<file path="src/rtl/sat_wb_pkg.sv">
package sat_wb_pkg;

  typedef logic [3:0] sel_t;

  localparam int ACC_N = 4;
  localparam int IR_N  = 4;
  localparam int FLAG_W = 32;

  localparam sel_t SEL_ACC0 = 4'd0;
  localparam sel_t SEL_IR0  = 4'd4;
  localparam sel_t SEL_OTZ  = 4'd8;
  localparam sel_t SEL_SXY  = 4'd9;
  localparam sel_t SEL_SZ   = 4'd10;
  localparam sel_t SEL_FLAG = 4'd11;

  localparam int FB_ERR  = 31;
  localparam int FB_LOW  = 12;
  localparam int FB_Z    = 18;
  localparam int FB_SX   = 14;
  localparam int FB_SY   = 13;
  localparam int FB_DQ   = 12;

  function automatic int acc_ovf_bit(input int lane);
    return (lane == 0) ? 16 : 31 - lane;
  endfunction

  function automatic int acc_unf_bit(input int lane);
    return (lane == 0) ? 15 : 28 - lane;
  endfunction

  function automatic int ir_sat_bit(input int lane);
    return (lane == 0) ? FB_DQ : 25 - lane;
  endfunction

endpackage

</file>
<file path="src/rtl/sat_clamp.sv">
module sat_clamp #(
  parameter int IN_W  = 64,
  parameter int OUT_W = 16
) (
  input  logic signed [IN_W-1:0] val,
  input  logic signed [IN_W-1:0] lo,
  input  logic signed [IN_W-1:0] hi,
  output logic        [OUT_W-1:0] res,
  output logic                    hit
);
  logic signed [IN_W-1:0] clamped;
  logic                   unused_hi;

  always_comb begin
    hit     = 1'b0;
    clamped = val;
    if (val < lo) begin
      clamped = lo;
      hit     = 1'b1;
    end else if (val > hi) begin
      clamped = hi;
      hit     = 1'b1;
    end
  end

  assign res       = clamped[OUT_W-1:0];
  assign unused_hi = ^clamped[IN_W-1:OUT_W];
endmodule

</file>
<file path="src/rtl/sat_shift_fifo.sv">
module sat_shift_fifo #(
  parameter int DEPTH = 4,
  parameter int W     = 16
) (
  input  logic               clk,
  input  logic               rst,
  input  logic               push,
  input  logic [W-1:0]       din,
  output logic [DEPTH*W-1:0] q
);
  logic [W-1:0] ent [DEPTH];

  for (genvar g = 0; g < DEPTH; g++) begin : g_ent
    always_ff @(posedge clk) begin
      if (rst) begin
        ent[g] <= '0;
      end else if (push) begin
        if (g == DEPTH - 1) ent[g] <= din;
        else                ent[g] <= ent[g+1];
      end
    end
    assign q[g*W +: W] = ent[g];
  end
endmodule

</file>
<file path="src/rtl/sat_writeback.sv">
module sat_writeback
  import sat_wb_pkg::*;
#(
  parameter int VAL_W     = 64,
  parameter int ACC_W     = 32,
  parameter int IR_W      = 16,
  parameter int SZ_DEPTH  = 4,
  parameter int SXY_DEPTH = 3,
  parameter int DQ_MAX    = 4096,
  parameter int SXY_MIN   = -1024
) (
  input  logic                       clk,
  input  logic                       rst,
  input  logic                       cmd_valid,
  input  logic [3:0]                 cmd_sel,
  input  logic [VAL_W-1:0]           cmd_val,
  input  logic                       cmd_lo_lim,
  input  logic                       flag_clr,
  output logic [ACC_N*ACC_W-1:0]     acc_o,
  output logic [IR_N*IR_W-1:0]       ir_o,
  output logic [IR_W-1:0]            otz_o,
  output logic [SXY_DEPTH*2*IR_W-1:0] sxy_o,
  output logic [SZ_DEPTH*IR_W-1:0]   sz_o,
  output logic [FLAG_W-1:0]          flag_o
);
  localparam int HALF_W = VAL_W / 2;

  localparam logic signed [VAL_W-1:0] ACC_MAX =
    $signed({{(VAL_W-ACC_W+1){1'b0}}, {(ACC_W-1){1'b1}}});
  localparam logic signed [VAL_W-1:0] ACC_MIN = ~ACC_MAX;
  localparam logic signed [VAL_W-1:0] IR_MAX =
    $signed({{(VAL_W-IR_W+1){1'b0}}, {(IR_W-1){1'b1}}});
  localparam logic signed [VAL_W-1:0] IR_MIN = ~IR_MAX;
  localparam logic signed [VAL_W-1:0] Z_MAX =
    $signed({{(VAL_W-IR_W){1'b0}}, {IR_W{1'b1}}});
  localparam logic signed [VAL_W-1:0] ZERO   = '0;
  localparam logic signed [VAL_W-1:0] DQ_HI  = VAL_W'(DQ_MAX);
  localparam logic signed [VAL_W-1:0] SXY_LO = VAL_W'(SXY_MIN);

  logic signed [VAL_W-1:0] val_s;
  logic                    wr;
  logic                    acc_hi, acc_lo;

  assign val_s  = $signed(cmd_val);
  assign wr     = cmd_valid;
  assign acc_hi = val_s > ACC_MAX;
  assign acc_lo = val_s < ACC_MIN;

  // accumulator bank: raw low bits, range only reported
  logic [ACC_W-1:0] acc_q [ACC_N];
  for (genvar g = 0; g < ACC_N; g++) begin : g_acc
    always_ff @(posedge clk) begin
      if (rst)                                         acc_q[g] <= '0;
      else if (wr && cmd_sel == SEL_ACC0 + 4'(g))      acc_q[g] <= cmd_val[ACC_W-1:0];
    end
    assign acc_o[g*ACC_W +: ACC_W] = acc_q[g];
  end

  // intermediate bank: lane 0 is the depth cue, lanes 1.. signed
  logic [IR_W-1:0] ir_res [IR_N];
  logic [IR_N-1:0] ir_hit;
  logic [IR_W-1:0] ir_q   [IR_N];

  for (genvar g = 0; g < IR_N; g++) begin : g_ir
    logic signed [VAL_W-1:0] lo_b, hi_b;
    if (g == 0) begin : g_dq
      assign lo_b = ZERO;
      assign hi_b = DQ_HI;
    end else begin : g_lane
      assign lo_b = cmd_lo_lim ? ZERO : IR_MIN;
      assign hi_b = IR_MAX;
    end

    sat_clamp #(.IN_W(VAL_W), .OUT_W(IR_W)) clamp_u (
      .val(val_s), .lo(lo_b), .hi(hi_b), .res(ir_res[g]), .hit(ir_hit[g])
    );

    always_ff @(posedge clk) begin
      if (rst)                                     ir_q[g] <= '0;
      else if (wr && cmd_sel == SEL_IR0 + 4'(g))   ir_q[g] <= ir_res[g];
    end
    assign ir_o[g*IR_W +: IR_W] = ir_q[g];
  end

  // unsigned depth clamp shared by ordering depth and screen-Z push
  logic [IR_W-1:0] z_res;
  logic            z_hit;
  logic [IR_W-1:0] otz_q;

  sat_clamp #(.IN_W(VAL_W), .OUT_W(IR_W)) z_clamp_u (
    .val(val_s), .lo(ZERO), .hi(Z_MAX), .res(z_res), .hit(z_hit)
  );

  always_ff @(posedge clk) begin
    if (rst)                            otz_q <= '0;
    else if (wr && cmd_sel == SEL_OTZ)  otz_q <= z_res;
  end
  assign otz_o = otz_q;

  sat_shift_fifo #(.DEPTH(SZ_DEPTH), .W(IR_W)) sz_fifo_u (
    .clk(clk), .rst(rst), .push(wr && cmd_sel == SEL_SZ), .din(z_res), .q(sz_o)
  );

  // screen XY: two signed halves, each clamped on its own
  logic signed [VAL_W-1:0] sx_s, sy_s;
  logic [IR_W-1:0]         sx_res, sy_res;
  logic                    sx_hit, sy_hit;

  assign sx_s = VAL_W'($signed(cmd_val[HALF_W-1:0]));
  assign sy_s = VAL_W'($signed(cmd_val[VAL_W-1:HALF_W]));

  sat_clamp #(.IN_W(VAL_W), .OUT_W(IR_W)) sx_clamp_u (
    .val(sx_s), .lo(SXY_LO), .hi(IR_MAX), .res(sx_res), .hit(sx_hit)
  );
  sat_clamp #(.IN_W(VAL_W), .OUT_W(IR_W)) sy_clamp_u (
    .val(sy_s), .lo(SXY_LO), .hi(IR_MAX), .res(sy_res), .hit(sy_hit)
  );

  sat_shift_fifo #(.DEPTH(SXY_DEPTH), .W(2*IR_W)) sxy_fifo_u (
    .clk(clk), .rst(rst), .push(wr && cmd_sel == SEL_SXY),
    .din({sy_res, sx_res}), .q(sxy_o)
  );

  // sticky flags: clear first, then this cycle's effects
  logic [FB_ERR-1:0] flg_q, flg_n;
  logic              err_q;

  always_comb begin
    flg_n = flag_clr ? '0 : flg_q;
    if (wr) begin
      for (int i = 0; i < ACC_N; i++) begin
        if (cmd_sel == SEL_ACC0 + 4'(i)) begin
          if (acc_hi) flg_n[acc_ovf_bit(i)] = 1'b1;
          if (acc_lo) flg_n[acc_unf_bit(i)] = 1'b1;
        end
      end
      for (int i = 0; i < IR_N; i++) begin
        if (cmd_sel == SEL_IR0 + 4'(i) && ir_hit[i]) flg_n[ir_sat_bit(i)] = 1'b1;
      end
      if ((cmd_sel == SEL_OTZ || cmd_sel == SEL_SZ) && z_hit) flg_n[FB_Z] = 1'b1;
      if (cmd_sel == SEL_SXY) begin
        if (sx_hit) flg_n[FB_SX] = 1'b1;
        if (sy_hit) flg_n[FB_SY] = 1'b1;
      end
      if (cmd_sel == SEL_FLAG) begin
        flg_n = '0;
        flg_n[FB_ERR-1:FB_LOW] = cmd_val[FB_ERR-1:FB_LOW];
      end
    end
  end

  always_ff @(posedge clk) begin
    if (rst) begin
      flg_q <= '0;
      err_q <= 1'b0;
    end else begin
      flg_q <= flg_n;
      err_q <= |flg_n[FB_ERR-1:FB_LOW];
    end
  end

  assign flag_o = {err_q, flg_q};
endmodule

</file>
<file path="config.mk">
export PLATFORM = sky130hd
export DESIGN_NAME = sat_writeback
export DESIGN_NICKNAME = d
export VERILOG_FILES = /design/src/rtl/sat_wb_pkg.sv /design/src/rtl/sat_clamp.sv /design/src/rtl/sat_shift_fifo.sv /design/src/rtl/sat_writeback.sv
export SDC_FILE = /design/constraint.sdc
export NUM_CORES = 1
export LEC_CHECK = 0
export ABC_AREA = 1
export BUFFER_PORTS_ARGS = -buffer_cell sky130_fd_sc_hd__buf_2
export CORE_UTILIZATION = 40
export CTS_BUF_LIST = sky130_fd_sc_hd__clkbuf_16
export DETAILED_ROUTE_END_ITERATION = 7
export GPL_ROUTABILITY_DRIVEN = 0
export SLEW_MARGIN = 20
export SYNTH_ARGS = -nofsm -noshare
export SYNTH_HDL_FRONTEND = slang
export SYNTH_HIERARCHICAL = 1
export SYNTH_SLANG_ARGS = --single-unit
</file>
<file path="constraint.sdc">
create_clock -name clk -period 6.5 [get_ports clk]
set_input_delay 0.325 -clock clk [delete_from_list [all_inputs] [get_ports clk]]
set_output_delay 0.325 -clock clk [all_outputs]
set_load 0.01 [all_outputs]
</file>
==> key figures, run 1 <==
Run status
  – Status: finished clean

Clock network
  – CTS buffer count: 44
  – CTS resizes: 0
  – Clk sinks: 400
  – Hold Buf Count CTS: 0
  – Clock Latency Late Sink: 0.59 ns
  – Max Root-Sink Buffers: 3
  – H-Tree Depth: 2
  – TritonCTS clock tree: yes
  – Clock transition at path regs: 0.06 ns
  – Clk root buf: clkbuf_16
  – Post-CTS Repair Setup Buffers: 0

Power and ir drop
  – Pwr Density: 156 nW/µm²
  – Peak supply drop: 0.180 mV
  – Leakage: 0.0297 µW

Logic synthesis
  – Synth warn: 6
  – Post-synth ARST share: 0%
  – Avg Inst Size Synth: 7.15 µm²
  – Syn Inst Count: 6039
  – #FFs+latches synth: 400
  – Register area share after synthesis: 26.7%
  – EDFF count, synth: 352
  – Synth Flop Type: edfxtp_1
  – Synth cell types: 38
  – Synthesized area: 43200 µm²

STA
  – Hold Slack: 0.142 ns
  – Unrepaired setup endpoints after global routing: false
  – Slew @ Worst Pin: 1.08 ns
  – Final hold violation count: 0
  – Final WS setup: 2.75 ns
  – Final setup skew: 0.0285 ns
  – Setup TNS: 0 ns
  – Max-slew violations: 0
  – Post-route minimum period: 3.75 ns
  – Worst slew margin: 27.5%
  – Final period util: 57.7%
  – Peak Freq: 0.267 GHz
  – Final setup fails: 0

Final layout
  – Final core occ: 48.3%
  – Synth-to-layout area growth: 19.6%
  – Share of post-route cells with drive strength above 1: 10.4%
  – # nets final: 8309

Place
  – Pre-CTS setup slack: 2.01 ns
  – Detail Placement HPWL: 96700 µm
  – Port Buffers: 472

Worst setup path
  – Critical Path Source Type: input port
  – Worst Path Required: 6.97 ns
  – Critical Path Fanout Max: 58
  – Critical path arrival: 4.22 ns
  – CP Capture Type: register
  – Crit Path Category: input port to register

Drt
  – Via count: 39.3k
  – Post-route ant nets: 0
  – Drt drc: 0
  – Vias per inst: 4.47
  – Drt initial violations: 2230
  – DR pass1 iterations: 7
  – Routed WL: 127000 µm
  – WL per Instance: 14.5 µm

Global routing
  – GRT Overall Usage: 22.9%
  – Grt total ovfl: 0
  – Initial antenna violation count: 6
  – First-pass GRT wire length: 194000 µm
  – Maximum number of pins on one net before global-route repair: 116
  – Vias in the first global route: 36.1k

Floorplan
  – Row Count: 120
  – Ports: 473
  – Core box area: 107000 µm²
  – Die area: 109000 µm²
  – Initial Utilization: 40.3%
  – Die height: 331 µm
  – Die width: 331 µm

Job
  – Max-Cap Viols: 0

Worst hold path
  – Worst hold path class: input port to register
==> cell usage after synthesis, types with 36 or more instances <==
| cell | instances | area share (%) |
|---|---|---|
| clkbuf_1 | 36 | 0.31 |
| o21ai_0 | 131 | 1.5 |
| nand4_1 | 176 | 2.5 |
| dfxtp_1 | 48 | 2.2 |
| nand2_1 | 1216 | 11 |
| nor2_1 | 632 | 5.5 |
| inv_1 | 1535 | 13 |
| nand2_2 | 86 | 1.2 |
| a21oi_1 | 412 | 4.8 |
| ha_1 | 889 | 26 |
| nand3_1 | 228 | 2.6 |
| nor2_2 | 51 | 0.74 |
| edfxtp_1 | 352 | 24 |
==> path summary, 6_finish.rpt <==
| path | startpoint | endpoint | slack (ns) | cells past startpoint |
|---|---|---|---|---|
| max | cmd_val[63] | err_q | 2.75 | 22 |
| min reg2reg | flg_q[5] | flg_q[5] | 0.45 | 2 |
| min | flag_clr | flg_q[20] | 0.14 | 4 |
| max reg2reg | flg_q[21] | err_q | 4.88 | 10 |
==> layout make-up <==
cell class / instances / area (µm²)
antenna: 2 / 5.00
clock buffer: 45 / 1130
clock inverter: 37 / 363
fill: 10900 / 55400
inverter: 1552 / 5830
multi-input combinational: 4859 / 28500
sequential: 400 / 11500
tap: 1403 / 1760
timing repair buffer: 490 / 2500
==> cell families after synthesis <==
logic type,count (synthesis),synth area share (%)
simple gates,2480,25.2
buf+inv,1643,14.8
fa+ha+maj,889,25.8
compound gates,625,7.57
flops,400,26.7
other cells,2,0.0174
==> critical path, cell delays in order <==
cell and delay [ns]:
buf_4 0.39, buf_4 0.63, ha_1 0.36, a21o_1 0.18, nor2_1 0.10, nand2_1 0.06, nand2_1 0.05, nand2_1 0.05
a21oi_1 0.20, nand3_2 0.34, nand3_4 0.36, nand2_1 0.20, nand2_1 0.12, nand3_1 0.07, nand2_1 0.15, nand2_1 0.07
nor2_1 0.10, nand3_1 0.07, nor2_1 0.11, nand3_1 0.08, nor2_1 0.10, nor2_1 0.04
==> power by group <==
| group | switching [µW] | internal [µW] | total, µW |
|---|---|---|---|
| Sequential | 49.3 | 2920 | 2970 |
| Clock | 1080 | 1480 | 2560 |
| Combinational | 1700 | 852 | 2550 |
| Total | 2830 | 5250 | 8080 |
==> sequential cells by signal, indices dropped and copies added (netlist names) <==
signal	flops
acc_q	128
sxy_fifo_u/ent	96
ir_q	64
sz_fifo_u/ent	64
flg_q	31
otz_o	16
err_q	1
==> cell usage in the layout, fill, tap and decap left out, types with 26 or more instances in the layout <==
master | Yosys | routed
inv_1 | 1535 | 1539
nand2_1 | 1216 | 1215
ha_1 | 889 | 889
conb_1 | 2 | 865
nor2_1 | 632 | 631
buf_2 | 27 | 470
a21oi_1 | 412 | 412
edfxtp_1 | 352 | 352
nand3_1 | 228 | 228
nand4_1 | 176 | 176
o21ai_0 | 131 | 125
nand2_2 | 86 | 86
nor2_2 | 51 | 52
dfxtp_1 | 48 | 48
clkbuf_16 | 0 | 45
nor3_1 | 28 | 28
o21ai_1 | 23 | 26
==> stage by stage <==
step	area (µm²)	cells	power, µW
finish	51700	8788	8080
detailed placement	50200	8704	5540
CTS	51700	8786	8110
global route	51700	8788	8650
global placement	50200	8704	5470
floorplan	46400	6902	4780
==> metal layers <==
metal | wire, µm | track usage (%) | up-vias
met2 | 59300 | 39.8 | 840
li1 | - | - | 20900
met3 | 6670 | 2.96 | 185
met5 | 34 | 0 | -
met1 | 56500 | 29.0 | 17300
met4 | 4570 | 7.99 | 6
Note: power is estimated with default switching activity, not from simulation.
==> inputs of run 2 (changes only) <==
==> constraint.sdc (replaced) <==
create_clock -name clk -period 3.7 [get_ports clk]
set_input_delay 0.185 -clock clk [delete_from_list [all_inputs] [get_ports clk]]
set_output_delay 0.185 -clock clk [all_outputs]
set_load 0.01 [all_outputs]
==> key figures, run 2 (same netlist as run 1, synthesis figures left out) <==
Place
  – Cell count after placement: 8813
  – Detail Placement HPWL: 103000 µm
  – Port Buffers: 472
  – Pre-CTS setup slack: 0.122 ns

STA
  – Setup TNS: 0 ns
  – Max-slew violations: 0
  – Final hold violation count: 0
  – Worst slew margin: 33.1%
  – Unrepaired setup endpoints after global routing: false
  – Peak Freq: 0.353 GHz
  – Final setup fails: 0
  – Final setup skew: 0.0971 ns
  – Post-route minimum period: 2.84 ns
  – Final WS setup: 0.865 ns
  – Final period util: 76.6%
  – Slew @ Worst Pin: 0.999 ns

Drt
  – DR pass1 iterations: 5
  – Post-route ant nets: 0
  – WL per Instance: 14.4 µm
  – Vias per inst: 4.46
  – Drt drc: 0
  – Routed WL: 128000 µm
  – Drt initial violations: 2221
  – Via count: 39.7k

Worst setup path
  – Worst Path Required: 4.20 ns
  – Flop2flop setup slack: 2.28 ns
  – Critical Path Source Type: input port
  – Crit Path Category: input port to register
  – R2R Path End: err_q
  – Critical R2R Launch: flg_q[22]
  – Worst Reg-to-Reg Cells: 10
  – CP Capture Type: register
  – Critical Path Fanout Max: 13
  – Critical path arrival: 3.33 ns

Job
  – Max-Cap Viols: 0

Floorplan
  – Die area: 109000 µm²
  – Ports: 473
  – Core box area: 107000 µm²
  – Die height: 331 µm
  – Die width: 331 µm
  – Initial Utilization: 40.3%
  – Row Count: 120

Final layout
  – Largest register by flop count: acc_q
  – Fill cell count: 10.9k
  – Final core occ: 49.1%
  – Commonest non-fill, non-tap cell in the layout: inv_1
  – Share of post-route cells with drive strength above 1: 11.8%
  – # nets final: 8421
  – Most frequent cells in the layout: inv_1 (1539), nand2_1 (1216), ha_1 (889)
  – Max FFs per register: 128
  – Non-Filler Instances: 8902
  – Leading registers by flop count: acc_q: 128 flops, sxy_fifo_u/ent: 96 flops
  – Synth-to-layout area growth: 21.8%

Power and ir drop
  – Peak supply drop: 0.299 mV
  – Int Power: 9300 µW
  – Sw Ratio: 35.5%
  – Pwr Density: 274 nW/µm²
  – P_sw: 5110 µW
  – Clock power share: 31.6%
  – Sequential fraction of design power: 36.2%
  – Pwr Total: 14400 µW
  – Comb power frac: 32.2%
  – Leakage: 0.0303 µW

Clock network
  – Max Root-Sink Buffers: 3
  – CTS resizes: 0
  – Clk sinks: 400
  – Clock transition at path regs: 0.06 ns
  – H-Tree Depth: 2
  – Post-CTS Repair Setup Buffers: 0
  – Clk root buf: clkbuf_16
  – Clock Latency Late Sink: 0.65 ns
  – TritonCTS clock tree: yes
  – Hold Buf Count CTS: 2
  – CTS buffer count: 45

Global routing
  – Grt total ovfl: 0
  – Maximum number of pins on one net before global-route repair: 71
  – GRT Overall Usage: 23.1%
  – First-pass GRT wire length: 197000 µm
  – Vias in the first global route: 36.4k
  – Initial antenna violation count: 10

Run status
  – Status: finished clean

Worst hold path
  – Hold_sp: cmd_val[20]
  – Worst hold path class: input port to register
  – Worst hold path cell count: 3
  – Hold EP: flg_q[20]
run 2: cell types whose count changed in the layout (fill, tap and decap cells not counted), sizes merged:
cell         delta
dlygate4sd3     +2
diode           +3
clkinvlp        +1
clkinv          -1
inv             +1
bufinv          -1
buf           +109
run 2: worst max-delay path: stages:
cell	delay [ns]
buf_4	0.19
ha_1	0.54
nand2_1	0.13
inv_1	0.07
nand2_1	0.06
nor2_1	0.15
nand2_1	0.14
nor3_1	0.57
nand2_1	0.16
nand2_1	0.09
nand2_1	0.06
nand2_2	0.08
nand2_1	0.12
nand2_1	0.10
nand3_1	0.06
nand2_1	0.10
nand2_1	0.05
nor2_1	0.09
nand3_1	0.07
nor2_1	0.09
nand3_1	0.08
nor2_1	0.09
nor2_1	0.05
run 2: cell type report:
cell class	count	area (µm²)	area share (%)
Multi-Input combinational cell	4859	28500	54.2
Clock inverter	37	364	0.692
Clock buffer	45	1130	2.14
Inverter	1552	5830	11.1
Tap cell	1403	1760	3.34
Sequential cell	400	11500	21.9
Antenna cell	5	12.5	0.0238
Timing Repair Buffer	601	3450	6.56
run 2: worst max path at each step:
stage / start / end / depth (start not counted)
final: cmd_val[63] / err_q / 23
after global routing: cmd_val[63] / err_q / 23
after CTS: cmd_val[63] / err_q / 23
after detailed placement: cmd_val[63] / err_q / 23
after global placement: cmd_val[63] / err_q / 23
after floorplan: cmd_lo_lim / err_q / 24
run 2: per-stage QoR:
| stage | hold slack (ns) | instance area (µm²) |
|---|---|---|
| global route | 0.0822 | 52600 |
| CTS | 0.0394 | 52600 |
| finish | 0.0795 | 52600 |
| detailed placement | 0.443 | 51100 |
| global placement | 0.440 | 51100 |
| floorplan | 0.328 | 46400 |
run 2: power by group through the flow:
stage | logic (µW) | registers [µW] | clock network, µW
2_1_floorplan | 2970 | 5420 | 0
3_3_place_gp | 4480 | 5310 | 0
3_5_place_dp | 4580 | 5310 | 0
4_1_cts | 4600 | 5220 | 4650
5_1_grt | 5380 | 5240 | 4820
6_report | 4640 | 5220 | 4550
run 2: metal layers:
metal,GRT usage (%),part of all wire [%],vias up
met5,0,0.023,-
met4,6.02,2.7,6
met3,2.28,4.4,142
met2,40.9,48,787
met1,29.7,45,17600
li1,-,-,21100
